[config.mk]
export PLATFORM = sky130hd
export DESIGN_NAME = nem_fabric2
export DESIGN_NICKNAME = d
export VERILOG_FILES = /design/src/rtl/nem_fabric2.sv
export SDC_FILE = /design/constraint.sdc
export NUM_CORES = 1
export LEC_CHECK = 0
export ABC_AREA = 0
export BUFFER_PORTS_ARGS = -buffer_cell sky130_fd_sc_hd__buf_2
export CORE_AREA = 3 3 40 42
export CTS_BUF_LIST = sky130_fd_sc_hd__clkbuf_4
export DETAILED_ROUTE_END_ITERATION = 10
export DIE_AREA = 0 0 43 45
export PLACE_DENSITY = 0.59
export SYNTH_ARGS = -nofsm -noshare
export SYNTH_HDL_FRONTEND = slang
export SYNTH_SLANG_ARGS = --single-unit
[constraint.sdc]
create_clock -name clk -period 1 [get_ports clk]
set_input_delay 0.05 -clock clk [delete_from_list [all_inputs] [get_ports clk]]
set_output_delay 0.05 -clock clk [all_outputs]
set_load 0.01 [all_outputs]
[src/rtl/nem_fabric2.sv]
module nem_fabric2 #(
  parameter int ROWS = 2,
  parameter int COLS = 3
) (
  input  logic            clk,
  input  logic            rst_n,
  input  logic            tile2_en,
  input  logic [2:0]      din,
  input  logic            cfg_we,
  input  logic [ROWS-1:0] cfg_wl,
  input  logic [COLS-1:0] cfg_bl,
  input  logic            cfg_val,
  output logic [5:0]      dout
);
  localparam int NSW = ROWS * COLS;

  logic [NSW-1:0] sw;

  always_ff @(posedge clk or negedge rst_n) begin
    if (!rst_n) sw <= '0;
    else if (cfg_we)
      for (int r = 0; r < ROWS; r++)
        for (int c = 0; c < COLS; c++)
          if (cfg_wl[r] && cfg_bl[c]) sw[r*COLS+c] <= cfg_val;
  end

  logic g_nand, g_nor;
  assign g_nand = ~(din[0] & din[1]);
  assign g_nor  = ~(din[1] | din[2]);

  logic x_path, y_path;
  assign x_path = sw[0] & g_nand;
  assign y_path = sw[1] & g_nor;

  logic sel_a, sel_b, t2_nand, t2_nor;
  assign sel_a   = sw[3] ? g_nor  : g_nand;
  assign sel_b   = sw[4] ? g_nand : g_nor;
  assign t2_nand = ~(~sel_a & sel_b);
  assign t2_nor  = ~(~sel_b | sel_a);

  always_comb begin
    if (!tile2_en) begin
      dout[0] = sw[0] ? 1'b0 : g_nand;
      dout[3] = sw[1] ? 1'b0 : g_nor;
      dout[1] = sw[2] ? y_path : x_path;
      dout[2] = sw[2] ? x_path : y_path;
      dout[4] = 1'b0;
      dout[5] = 1'b0;
    end else begin
      dout[0] = sw[0] ? 1'b0 : ~g_nand;
      dout[5] = sw[1] ? 1'b0 : ~g_nor;
      dout[1] = sel_a;
      dout[4] = sel_b;
      dout[2] = sw[5] ? 1'b0 : t2_nand;
      dout[3] = sw[5] ? 1'b0 : t2_nor;
    end
  end

  a_r3_idle_hold: assert property (@(posedge clk) disable iff (!rst_n)
    (!cfg_we || cfg_wl == '0 || cfg_bl == '0) |=> $stable(sw));

  for (genvar r = 0; r < ROWS; r++) begin : g_row
    for (genvar c = 0; c < COLS; c++) begin : g_col
      a_r2_cell_write: assert property (@(posedge clk) disable iff (!rst_n)
        (cfg_we && cfg_wl[r] && cfg_bl[c]) |=> sw[r*COLS+c] == $past(cfg_val));
    end
  end

  a_r5_single_quiet: assert property (@(posedge clk) disable iff (!rst_n)
    !tile2_en |-> (dout[4] == 1'b0 && dout[5] == 1'b0));

  a_r6_and_edge: assert property (@(posedge clk) disable iff (!rst_n)
    (tile2_en && !sw[0]) |-> dout[0] == (din[0] & din[1]));

  a_r8_tile2_nand: assert property (@(posedge clk) disable iff (!rst_n)
    (tile2_en && !sw[5]) |-> dout[2] == ~(~dout[1] & dout[4]));

  a_r8_tile2_nor: assert property (@(posedge clk) disable iff (!rst_n)
    (tile2_en && !sw[5]) |-> dout[3] == ~(~dout[4] | dout[1]));
endmodule

**Word-level counts from Yosys, hierarchy flattened**

Cells that the tools add are included.

- Flip-flop bits (word level): 6
- Input bits: 13
- Output and inout bits: 6

- Mux-type cells: 11
- Bitwise logic cells: 12
- Reduce and logical (&&, ||, !) cells: 12

Operators by type and width:

| kind | number |
|---|---|
| $reduce_and A2 Y1 | 6 |
| $mux W1 | 10 |
| $logic_and A1 B1 Y1 | 6 |
| $mux W6 | 1 |
| $not A1 Y1 | 6 |
| $and A1 B1 Y1 | 4 |
| $or A1 B1 Y1 | 2 |

**Depth between registers and ports, before layout**

- Depth in word-level cells: 8
- Mapped depth: 4
- Depth with buffers taken out: 3

**Worst setup path before layout**

OpenSTA, ideal clock, no wires.

- Path type: reg-to-output
- Start: reg sw[2]
- End: out dout[2]
- Arrival time: 0.916 ns
- Slack: 0.034 ns
- Stages on the path, launching flop included: 3
- Path buffers: 0
- Path through: dfrtp_1 and4b_1 a311o_1

- Cells in the longest elaborated chain, start to end: 2

RTL lines:

| item | RTL line | text |
|---|---|---|
| from (decl) | 17 | `logic [NSW-1:0] sw;` |
| from (signal, indexed assignment) | 24 | `if (cfg_wl[r] && cfg_bl[c]) sw[r*COLS+c] <= cfg_val;` |
| $mux W1 | 46 | `dout[2] = sw[2] ? x_path : y_path;` |
| $mux W6 | 42 | `if (!tile2_en) begin` |
| to (decl) | 13 | `output logic [5:0] dout` |

No other way between the ends.

**Worst setup path in the final report**

Same ends and word-level chain as after synthesis.

==> impl_metrics.ini <==
[floorplanning]
die-area_sq_um = 1935
die_h_microns = 45
num_rows = 13
ioPinCount = 19
die-width_microns = 43
start_util = 0.3262
core_sq_um = 1285

[sta]
max_freq_ghz = 0.8049
slew_headroom = 0.8392
period_needed_ns = 1.242
hold_violations = 0
timing.final.crit_share = 1.242
timing.final.ws_setup_ns = -0.2424
tightest_slew_ns = 0.2379
setup_viol = 6
finalClockSkew_ns = 0
slew_viol_final = 0
rsz0062_at_grt = true

[placed_design]
io_buffer_count = 18
dp_cells = 82
dp_hpwl_microns = 768.3
dpl_worst_slack_ns = -0.04896
gp_congestion = 0.6919
post_dp_cell_area_sq_um = 560.5

[cells_and_area]
top_regs = sw x6
finalNonFillerCells = 88
num_antenna_cells = 0
regMostFlops = sw
fin_nets = 88
drive_above_1_share = 0.6164
largest_reg_flops = 6
area_delta_synth_final_pct = 55.22
fillCellCount = 127
fin_util = 0.5063
final_area_sq_um = 650.6

[pwr]
clkPwrFrac = 0.246
p_per_area_nw_per_um2 = 1373
power_mw = 0.8932
p_sw_mw = 0.2691
ir_drop_uv = 674.0
p_sw_frac = 0.3013
p_seq_frac = 0.357
p_comb_frac = 0.397
p_int_mw = 0.6241
power_leakage_nw = 0.3055

[critical_path]
crit_end = dout[2]
critPathRequiredTime_ns = 0.95
reg2reg_slack_ns = 0.11
worst-path-max-fanout = 3
slowest_stage = dfrtp_1
r2r_end = sw[2]
worstPathCellList = and4b_1 -> a311o_1 -> buf_2
reg2reg_depth = 2
critical_path_arrival_ns = 1.19
crit_path_max_incr_delay_ns = 0.38
endpoint_kind = output pin
critPathBufInv = 1
crit_family = flip-flops
critPathLaunch = sw[2]
cp-start-kind = flop
reg2reg_from = sw[2]
cp_num_cells = 3
crit_type = reg -> out

[detailed_routing]
drt_iter0_drc = 7
via_per_inst = 4.943
detail-route-antenna-nets = 0
drc_errors = 0
vias = 435
totalWireLength_microns = 947
wl_per_cell_microns = 10.76
drt_pass1_iterations = 2

[grt]
grt_pass1_wl_microns = 1559
gr-total-overflow = 0
grt_use_total = 0.1073
grt_max_degree = 7
grt_antenna_before_repair = 0
grt_pass1_vias = 406

[yosys]
synth_nets = 58
synth.avg_cell_area_sq_um = 9.314
ys_ff_latch = 6
synthCells = 45
ys_warn_count = 0
yosysSeqAreaShare = 0.3582
synth_area_sq_um = 419.2
yosysUniqueCellTypes = 22

[job]
maxCapViolations = 0

[run_status]
status = finished with violations
violations = setup timing

[clock_network]
clock_latency_ns = 0.24
cts_root_buf = clkbuf_4
path_clk_slew_ns = 0.04
cts.sinks = 6
htree_levels = 1
cts_tree = built
cts_inserted_buffers = 3
clock_path_buffers = 2

[min_path]
hold_path_class = in -> reg
min-delay-start = cfg_val
-- stage by stage --
step	hold WS [ns]	setup TNS (ns)
final	0.1235	-0.8097
after global routing	0.1444	-1.178
after CTS	0.1207	-0.9518
after detailed placement	-0.1181	-0.04896
after global placement	-0.1168	-0.03309
after floorplan	-0.2456	0
-- how the worst min path moves through the flow --
stage / to / cells past startpoint / slack (ns)
finish: sw[0] / 2 / 0.12
global route: sw[0] / 2 / 0.14
CTS: sw[0] / 2 / 0.12
detailed placement: sw[5] / 1 / -0.12
global placement: sw[5] / 1 / -0.12
floorplan: sw[0] / 0 / -0.25
-- per-layer routing --
metal,up-vias,part of all wire,track usage
met1,196,0.40,0.1204
met4,0,0.015,0.07229
li1,223,-,-
met5,-,0,0
met2,14,0.52,0.1886
met3,2,0.067,0.01594
-- power by group through the flow --
stage | clock [mW] | sequential [mW] | combinational (mW)
floorplan | 0 | 0.326 | 0.143
global placement | 0 | 0.323 | 0.276
detailed placement | 0 | 0.324 | 0.279
CTS | 0.227 | 0.318 | 0.329
global route | 0.230 | 0.325 | 0.394
finish | 0.220 | 0.319 | 0.355
-- timing repair --
action | CTS | global route
hold endpoints to repair | 6 | 0
gates cloned | 0 | 0
hold buffers | 1 | 0
pin swaps | 8 | 3
resized for setup | 6 | 9
buffers inserted | 2 | 0
setup endpoints to repair | 6 | 6
-- placed cells by master, fill, tap and decap left out, drive strengths merged --
master / count
nor4bb: 1
a21oi: 2
o21a: 1
nand2: 3
inv: 2
nand3b: 1
mux2: 6
nor3b: 1
dfrtp: 6
and4b: 1
o21ai: 2
nand3: 6
and2b: 2
buf: 25
nor2: 5
dlygate4sd3: 1
clkbuf: 3
nand4b: 1
a311o: 1
xnor2: 1
o211ai: 2
-- synth_stat cells, drive strengths merged --
cell	number	area share
a21oi	2	0.024
a311o	1	0.024
and2b	2	0.039
and4b	1	0.024
buf	1	0.012
dfrtp	6	0.36
inv	2	0.018
mux2	6	0.16
nand2	3	0.033
nand3	6	0.072
nand3b	1	0.018
nand4b	1	0.021
nor2	5	0.045
nor3b	1	0.018
nor4bb	1	0.024
o211ai	2	0.048
o21a	1	0.018
o21ai	2	0.024
xnor2	1	0.021
-- cell families (layout without fill, tap and decap cells) --
group           after synthesis  after routing  synth area share
compound gates                8              8            0.1373
xor+xnor                      1              1           0.02090
buf+inv                       3             31           0.02985
flops                         6              6            0.3582
mux                           6              6            0.1612
simple gates                 21             21            0.2926
-- layout make-up --
type | instances | area, sq um | share of cell area
inverter | 2 | 10.01 | 0.01538
sequential | 6 | 150.1 | 0.2308
tap | 15 | 18.77 | 0.02885
clock buffer | 3 | 22.52 | 0.03462
timing repair buffer | 26 | 163.9 | 0.2519
multi-input combinational | 36 | 285.3 | 0.4385
No activity file was read; power rests on OpenSTA's default activity.
